==> src/rtl/cmpTimerPkg.sv <==
package cmpTimerPkg;
  localparam int REG_ADDR_W = 3;
  typedef logic [REG_ADDR_W-1:0] regAddr_t;

  localparam regAddr_t ADR_CTRL   = 3'd0;
  localparam regAddr_t ADR_CMPA   = 3'd1;
  localparam regAddr_t ADR_CMPB   = 3'd2;
  localparam regAddr_t ADR_COUNT  = 3'd3;
  localparam regAddr_t ADR_IEN    = 3'd4;
  localparam regAddr_t ADR_STATUS = 3'd5;

  localparam int NUM_CMP = 2;
  localparam int NUM_FLAG = 3;

  typedef enum logic [1:0] {
    CLR_NONE = 2'b00,
    CLR_ON_A = 2'b01,
    CLR_ON_B = 2'b10,
    CLR_RSVD = 2'b11
  } clrSel_e;

  // strobes from control to datapath
  typedef struct packed {
    logic countEn;
    logic load;
    logic clrOnA;
    logic clrOnB;
  } cmdStrobes_t;

  // events from datapath back to control
  typedef struct packed {
    logic wrap;
    logic hitB;
    logic hitA;
  } cntEvents_t;
endpackage

==> src/rtl/cmpTimerDatapath.sv <==
module cmpTimerDatapath
  import cmpTimerPkg::*;
#(
  parameter int CNT_W = 16
) (
  input  logic             clk,
  input  logic             rstN,
  input  cmdStrobes_t      cmd,
  input  logic [CNT_W-1:0] loadVal,
  input  logic [CNT_W-1:0] cmpAVal,
  input  logic [CNT_W-1:0] cmpBVal,
  output logic [CNT_W-1:0] countVal,
  output cntEvents_t       events
);
  localparam logic [CNT_W-1:0] CNT_MAX = {CNT_W{1'b1}};
  localparam logic [CNT_W-1:0] CNT_ONE = {{(CNT_W-1){1'b0}}, 1'b1};

  logic [CNT_W-1:0] cmpVals [NUM_CMP];
  logic [NUM_CMP-1:0] hit;
  logic [NUM_CMP-1:0] clrEn;
  logic doClear;
  logic [CNT_W-1:0] countNext;

  assign cmpVals[0] = cmpAVal;
  assign cmpVals[1] = cmpBVal;
  assign clrEn = {cmd.clrOnB, cmd.clrOnA};

  // one comparator per compare register, judged on the pre-advance value
  for (genvar i = 0; i < NUM_CMP; i++) begin : gCmp
    assign hit[i] = cmd.countEn && (countVal == cmpVals[i]);
  end

  assign doClear = |(hit & clrEn);

  always_comb begin
    events.hitA = hit[0];
    events.hitB = hit[1];
    events.wrap = cmd.countEn && !doClear && (countVal == CNT_MAX);
  end

  always_comb begin
    if (cmd.load)         countNext = loadVal;
    else if (doClear)     countNext = '0;
    else if (cmd.countEn) countNext = countVal + CNT_ONE;
    else                  countNext = countVal;
  end

  always_ff @(posedge clk) begin
    if (!rstN) countVal <= '0;
    else       countVal <= countNext;
  end
endmodule

==> src/rtl/cmpTimerCtrl.sv <==
module cmpTimerCtrl
  import cmpTimerPkg::*;
#(
  parameter int CNT_W = 16
) (
  input  logic             clk,
  input  logic             rstN,
  input  logic             cntTick,
  input  logic             wrEn,
  input  regAddr_t         wrAddr,
  input  logic [CNT_W-1:0] wrData,
  input  regAddr_t         rdAddr,
  input  logic [CNT_W-1:0] countVal,
  input  cntEvents_t       events,
  output cmdStrobes_t      cmd,
  output logic [CNT_W-1:0] rdData,
  output logic             runBit,
  output clrSel_e          clrSel,
  output logic [CNT_W-1:0] cmpAVal,
  output logic [CNT_W-1:0] cmpBVal,
  output logic [NUM_FLAG-1:0] ieBits,
  output logic [NUM_FLAG-1:0] flags,
  output logic             irq
);
  localparam logic [CNT_W-1:0] CMP_RST = {CNT_W{1'b1}};

  logic wrCtrl, wrCmpA, wrCmpB, wrCount, wrIen, wrStatus;
  logic [NUM_FLAG-1:0] setVec;
  logic [NUM_FLAG-1:0] flagsNext;

  assign wrCtrl   = wrEn && (wrAddr == ADR_CTRL);
  assign wrCmpA   = wrEn && (wrAddr == ADR_CMPA);
  assign wrCmpB   = wrEn && (wrAddr == ADR_CMPB);
  assign wrCount  = wrEn && (wrAddr == ADR_COUNT);
  assign wrIen    = wrEn && (wrAddr == ADR_IEN);
  assign wrStatus = wrEn && (wrAddr == ADR_STATUS);

  always_comb begin
    cmd.load    = wrCount;
    cmd.countEn = runBit && cntTick && !wrCount;
    cmd.clrOnA  = (clrSel == CLR_ON_A);
    cmd.clrOnB  = (clrSel == CLR_ON_B);
  end

  assign setVec = {events.wrap, events.hitB, events.hitA};

  // write-zero clears; a same-cycle hardware set wins
  always_comb begin
    flagsNext = flags;
    if (wrStatus) flagsNext = flags & wrData[NUM_FLAG-1:0];
    flagsNext = flagsNext | setVec;
  end

  always_ff @(posedge clk) begin
    if (!rstN) begin
      runBit  <= 1'b0;
      clrSel  <= CLR_NONE;
      cmpAVal <= CMP_RST;
      cmpBVal <= CMP_RST;
      ieBits  <= '0;
      flags   <= '0;
    end else begin
      if (wrCtrl) begin
        runBit <= wrData[0];
        clrSel <= clrSel_e'(wrData[2:1]);
      end
      if (wrCmpA) cmpAVal <= wrData;
      if (wrCmpB) cmpBVal <= wrData;
      if (wrIen)  ieBits  <= wrData[NUM_FLAG-1:0];
      flags <= flagsNext;
    end
  end

  assign irq = |(flags & ieBits);

  always_comb begin
    rdData = '0;
    case (rdAddr)
      ADR_CTRL:   rdData[2:0] = {clrSel, runBit};
      ADR_CMPA:   rdData = cmpAVal;
      ADR_CMPB:   rdData = cmpBVal;
      ADR_COUNT:  rdData = countVal;
      ADR_IEN:    rdData[NUM_FLAG-1:0] = ieBits;
      ADR_STATUS: rdData[NUM_FLAG-1:0] = flags;
      default:    rdData = '0;
    endcase
  end
endmodule

==> src/rtl/cmpTimerChannel.sv <==
module cmpTimerChannel
  import cmpTimerPkg::*;
#(
  parameter int CNT_W = 16
) (
  input  logic             clk,
  input  logic             rstN,
  input  logic             cntTick,
  input  logic             wrEn,
  input  logic [2:0]       wrAddr,
  input  logic [CNT_W-1:0] wrData,
  input  logic [2:0]       rdAddr,
  output logic [CNT_W-1:0] rdData,
  output logic             flagOvf,
  output logic             flagMatchA,
  output logic             flagMatchB,
  output logic             irq
);
  cmdStrobes_t         cmd;
  cntEvents_t          events;
  logic [CNT_W-1:0]    countVal;
  logic [CNT_W-1:0]    cmpAVal;
  logic [CNT_W-1:0]    cmpBVal;
  logic                runBit;
  clrSel_e             clrSel;
  logic [NUM_FLAG-1:0] ieBits;
  logic [NUM_FLAG-1:0] flags;

  cmpTimerCtrl #(.CNT_W(CNT_W)) uCtrl (
    .clk(clk), .rstN(rstN), .cntTick(cntTick),
    .wrEn(wrEn), .wrAddr(wrAddr), .wrData(wrData), .rdAddr(rdAddr),
    .countVal(countVal), .events(events), .cmd(cmd), .rdData(rdData),
    .runBit(runBit), .clrSel(clrSel), .cmpAVal(cmpAVal), .cmpBVal(cmpBVal),
    .ieBits(ieBits), .flags(flags), .irq(irq)
  );

  cmpTimerDatapath #(.CNT_W(CNT_W)) uDp (
    .clk(clk), .rstN(rstN), .cmd(cmd), .loadVal(wrData),
    .cmpAVal(cmpAVal), .cmpBVal(cmpBVal),
    .countVal(countVal), .events(events)
  );

  assign flagMatchA = flags[0];
  assign flagMatchB = flags[1];
  assign flagOvf    = flags[2];
endmodule

==> config.mk <==
export PLATFORM = sky130hd
export DESIGN_NAME = cmpTimerChannel
export DESIGN_NICKNAME = d
export VERILOG_FILES = /design/src/rtl/cmpTimerPkg.sv /design/src/rtl/cmpTimerDatapath.sv /design/src/rtl/cmpTimerCtrl.sv /design/src/rtl/cmpTimerChannel.sv
export SDC_FILE = /design/constraint.sdc
export NUM_CORES = 1
export LEC_CHECK = 0
export BUFFER_PORTS_ARGS = -buffer_cell sky130_fd_sc_hd__buf_2
export CAP_MARGIN = 5
export CORE_UTILIZATION = 58
export DETAILED_ROUTE_END_ITERATION = 6
export GPL_ROUTABILITY_DRIVEN = 0
export PLACE_DENSITY = 0.78
export SETUP_SLACK_MARGIN = 0.1
export SYNTH_ARGS = -nofsm -noshare
export SYNTH_HDL_FRONTEND = slang
export SYNTH_HIERARCHICAL = 1
export SYNTH_SLANG_ARGS = --single-unit
==> constraint.sdc <==
create_clock -name clk -period 2.77 [get_ports clk]
set_input_delay 0.4155 -clock clk [delete_from_list [all_inputs] [get_ports clk]]
set_output_delay 0.4155 -clock clk [all_outputs]
set_load 0.1 [all_outputs]
# Yosys cells after proc, flatten, opt, wreduce, memory -nomap -nowiden
# Index checks and enable logic that the tools add are counted.
# totals
ff_bits	57
word_cells	52
out_inout_bits	20
in_bits	26
# classes
n_mux	6
bitwise_logic	4
n_reduce_logical	19
eq_ne	15
add_sub_neg	1
# ops
operator	count
16-bit 2-to-1 mux	3
13-bit case mux with 3 select lines	1
16-bit equality test	2
3-bit case mux with 6 select lines	1
16-bit by 1-bit adder with 16-bit output (second input constant)	1
16-bit equality test (second input constant)	1
3-bit by 2-bit equality test with 1-bit output (second input constant)	4
3-bit equality test (second input constant)	4
1-bit logical AND	12
3-bit bitwise AND	2
3-bit by 1-bit equality test with 1-bit output (second input constant)	2
3-bit zero test	2
3-bit 2-to-1 mux	1
3-bit OR	1
3-bit nonzero test	1
3-bit OR reduction	1
2-bit bitwise AND	1
2-bit by 1-bit equality test with 1-bit output (second input constant)	1
2-bit equality test (second input constant)	1
1-bit zero test	2
2-bit OR reduction	1

# Logic depth before layout (Yosys ltp)
# depth
ltp_word	11
depth_mapped	8

# By module
# Netlist, hierarchy kept.
# modules_own_cells
mod	seq_area_each_um2	area_per_inst_um2	instances	cells_each
cmpTimerCtrl	820.8	2083.2	1	248
cmpTimerDatapath	320.3	1386.3	1	173

# Worst setup path before layout
# No wires, ideal clock.
# synth_path
path_kind	input -> output
start	in rdAddr[1]
end	out rdData[0]
slack_ns	0.023
arrival_ns	2.332
required_ns	2.355
path_stages	4
n_path_buf	1
path_cell_list	buf_2 nor2b_1 a21oi_1 o211ai_1
# synth_via
elab_chain_cells	2
word_cells_on_any_way	7
# synth_lines
item	line_no	source
start: declaration	cmpTimerChannel.sv:12	input logic [2:0] rdAddr,
3-bit equality test, or another cell as far along	cmpTimerCtrl.sv:78	case (rdAddr)
3-bit case mux with 6 select lines (*)	cmpTimerCtrl.sv:78	
end: declaration	cmpTimerChannel.sv:13	output logic [CNT_W-1:0] rdData,
# Mark *: on every way between the ends. The rest lies on a longest branch, timed or not.

# Final worst setup path
# layout_path
start	in rdAddr[1]
end	out rdData[9]
# layout_via
elab_chain_cells	2
word_cells_on_any_way	4
# layout_lines
item	line_no
3-bit by 2-bit equality test with 1-bit output or 3-bit by 1-bit equality test with 1-bit output (tied branches)	cmpTimerCtrl.sv:78
13-bit case mux with 3 select lines (*)	cmpTimerCtrl.sv:78
# Marked as above.

==> metrics.csv <==
stage,metric,value,unit
finish,fill_cells,436,
finish,drive_above_1_share,21.8,%
die,start_util,61.5,%
pwr,irDropWorstVdd,0.359,mV
flow_run,cap_violations,0,
worst_setup_path,cpMaxStageDelayCell,buf_2,
worst_setup_path,crit_fanout,21,
worst_setup_path,startpoint,rdAddr[1],
routing,viasPerCell,6.34,
worst_setup_path,max_stage_delay,0.39,ns
worst_setup_path,worstSetupPathType,in -> out,
grt,grt_pass1_vias,3152,
finish,diodes,0,
sta,grt_setup_unrepaired,no,
routing,ant_nets,0,
synthesis,avgSynthCellArea,8.24,um^2
synthesis,syn_inst,421,
sta,setup_viol,0,
worst_setup_path,path_cells,"buf_2, nor2b_1, buf_4, a22oi_1, nor2_1, buf_12",
synthesis,synthXorXnorAreaFrac,9.05,%
worst_setup_path,reg2reg_slack,0.55,ns
pwr,switching_share,31.0,%
pwr,p_comb_share,19.8,%
worst_setup_path,r2r_start,uDp/countVal[2],
clock_network,cts_max_path_buffers,2,
clock_network,cts_max_level,3,
worst_setup_path,rr_worst_depth,6,
routing,wire_per_inst,18.6,um
worst_setup_path,crit_path_start_kind,input pin,
sta,hold_violations,0,
die,die_w,79.3,um
grt,grt_first_pass_wirelength,15900,um
finish,instances_no_fill,530,
synthesis,synth-compound-area-share,13.1,%
die,pin_count,46,
worst_setup_path,crit_path_end_kind,output port,
finish,area_growth,16.7,%
synthesis,syn-num-nets,448,
min_path,hp-class,in -> reg,
sta,worstMarginPinSlew,0.834,ns
routing,vias,3361,
grt,track_usage,33.2,%
synthesis,async_flop_share,0,%
grt,antenna_found_initial,0,
sta,maxSlewViolCount,0,
min_path,whs_path_depth,3,
sta,period_share,80.9,%
routing,post-route-drc-count,0,
synthesis,ys_warn_count,6,
synthesis,synthDistinctLibCells,52,
pwr,p_total,2.06,mW
synthesis,synth_seq_cells,57,
sta,layout_min_cycle_time,2.24,ns
die,die_area,6300,um^2
sta,relSlewSlack,44.4,%
pwr,power_leakage,1.66,nW
synthesis,synth_top_family_by_area,simple AND/OR/NAND/NOR gates,
routing,dr.first_iter.drc_count,430,
clock_network,hold_buffers,0,
die,die_h,79.3,um
clock_network,path_clk_slew,0.07,ns
grt,overflow,0,
die,rows,27,
clock_network,clock-sinks,57,
synthesis,synthSimpleGateAreaFrac,28.7,%
clock_network,clockRootBuffer,clkbuf_8,
routing,dr.pass1.iters,5,
worst_setup_path,cp.required,2.35,ns
place,port_buffers,45,
routing,wirelength,9870,um
pwr,intPower,1.42,mW
clock_network,clk_latency,0.34,ns
clock_network,cts_setup_buffers,0,
grt,grt_start_max_net_pins,58,
pwr,seq_power_share,42.5,%
die,core_area,5640,um^2
finish,nNetsFinal,480,
clock_network,cts_buffers,9,
synthesis,yosysSeqAreaShare,32.9,%
synthesis,syn-cell-area,3470,um^2
synthesis,synthMuxAreaShare,8.76,%
sta,finalSetupTns,0,ns
worst_setup_path,critPathCapture,rdData[9],
place,pre_cts_ws,0.294,ns
synthesis,synth_ff_type,dfxtp_1,
synthesis,yosys.area_share.adder,0.361,%
finish,final_common_cell,nand2_1,
sta,fmax,446,MHz
worst_setup_path,crit_arrival,1.83,ns
worst_setup_path,r2r_end,uDp/countVal[0],
synthesis,synth_edf_count,0,
pwr,switching_power,0.637,mW
sta,setup_slack,0.529,ns
clock_network,tritoncts,yes,
pwr,pwr_density_cell,508,nW/um^2
place,dp.cells,514,
clock_network,post_cts_resized,0,
status,status,"complete, no violations",
finish,final_cell_mix,"68 x nand2_1, 57 x dfxtp_1, 54 x nand3_1, 32 x buf_2, 24 x nor2_1",
sta,clock_skew,0.00652,ns
pwr,clkPwrFrac,37.7,%
place,hpwl,6790,um
==> worst min-delay path by stage <==
stage	start	endpoint	slack [ns]
final	wrData[8]	uCtrl/cmpAVal[8]	0.32
after global routing	wrData[10]	uCtrl/cmpBVal[10]	0.32
after CTS	wrData[8]	uCtrl/cmpAVal[8]	0.31
after detailed placement	uCtrl/cmpBVal[6]	uCtrl/cmpBVal[6]	0.49
after global placement	uCtrl/cmpBVal[6]	uCtrl/cmpBVal[6]	0.48
after floorplan	uCtrl/cmpBVal[10]	uCtrl/cmpBVal[10]	0.46
==> power by group through the flow <==
stage | logic (mW) | clock network [mW] | registers, mW
after floorplan | 0.280 | 0 | 0.880
after global placement | 0.394 | 0 | 0.890
after detailed placement | 0.400 | 0 | 0.891
after CTS | 0.403 | 0.782 | 0.873
after global routing | 0.427 | 0.822 | 0.877
final | 0.407 | 0.777 | 0.874
==> per-layer routing <==
layer / share of wire [%] / up-vias / routed length [um] / global-route usage (%)
li1: - / 1560 / - / -
met3: 8.4 / 25 / 826 / 9.66
met5: 0 / - / 0 / 0
met1: 43 / 1617 / 4200 / 42.8
met4: 2.3 / 0 / 229 / 11.1
met2: 47 / 159 / 4610 / 52.9
==> metrics by stage <==
step | utilization (%) | hold slack (ns) | instance area [um^2]
floorplan | - | 0.461 | 3480
global placement | 68.3 | 0.475 | 3850
detailed placement | 68.3 | 0.489 | 3850
CTS | 71.8 | 0.307 | 4050
global route | 71.8 | 0.318 | 4050
finish | 71.8 | 0.320 | 4050
==> sequential cells by signal (all words and copies together), names as in the netlist <==
register / flops
uCtrl/ieBits: 3
uDp/countVal: 16
uCtrl/flags: 3
uCtrl/runBit: 1
uCtrl/cmpAVal: 16
uCtrl/cmpBVal: 16
uCtrl/clrSel: 2
==> final cells by class <==
| class | count | area (um^2) | share of cell area (%) |
|---|---|---|---|
| timing repair buffer | 54 | 488 | 12.0 |
| clock buffer | 10 | 138 | 3.40 |
| multi-input combinational | 318 | 2090 | 51.5 |
| tap | 72 | 90.1 | 2.22 |
| inverter | 13 | 48.8 | 1.20 |
| sequential | 57 | 1140 | 28.2 |
| clock inverter | 6 | 57.6 | 1.42 |
==> synth_stat cells, types with 4 or more instances <==
| cell | n | share of area [%] |
|---|---|---|
| nand3_1 | 54 | 7.8 |
| o21ai_0 | 5 | 0.72 |
| a31oi_1 | 4 | 0.72 |
| dfxtp_1 | 57 | 33 |
| nor4_1 | 6 | 1.1 |
| inv_1 | 13 | 1.4 |
| a21oi_1 | 6 | 0.87 |
| nand4_1 | 10 | 1.8 |
| o31ai_1 | 11 | 2.4 |
| nand2_1 | 68 | 7.4 |
| buf_6 | 7 | 2.3 |
| buf_2 | 8 | 1.2 |
| nor2b_1 | 12 | 2.2 |
| xnor2_1 | 13 | 3.3 |
| mux2i_1 | 9 | 2.6 |
| xor2_1 | 21 | 5.3 |
| nor3_1 | 5 | 0.72 |
| clkbuf_1 | 12 | 1.3 |
| nor2_1 | 24 | 2.6 |
| o21ai_2 | 4 | 1.0 |
| mux2_2 | 15 | 4.9 |
| a22oi_1 | 13 | 2.8 |
==> kinds of logic (layout without fill, tap and decap cells) <==
kind of cell | count (synthesis) | count (layout)
flip-flops | 57 | 57
AND/OR/NAND/NOR | 197 | 197
multiplexers | 26 | 26
adder cells (fa/ha/maj) | 1 | 1
AO/OA/AOI/OAI | 59 | 59
XOR/XNOR | 35 | 35
buffers and inverters | 46 | 83
==> critical path: cells and delay by family <==
family / cells / cell delay [ns]
and+or+nand+nor: 2 / 0.44
buffers and inverters: 3 / 0.80
AOI/OAI and AO/OA: 1 / 0.16
(Power assumes the default switching activity.)
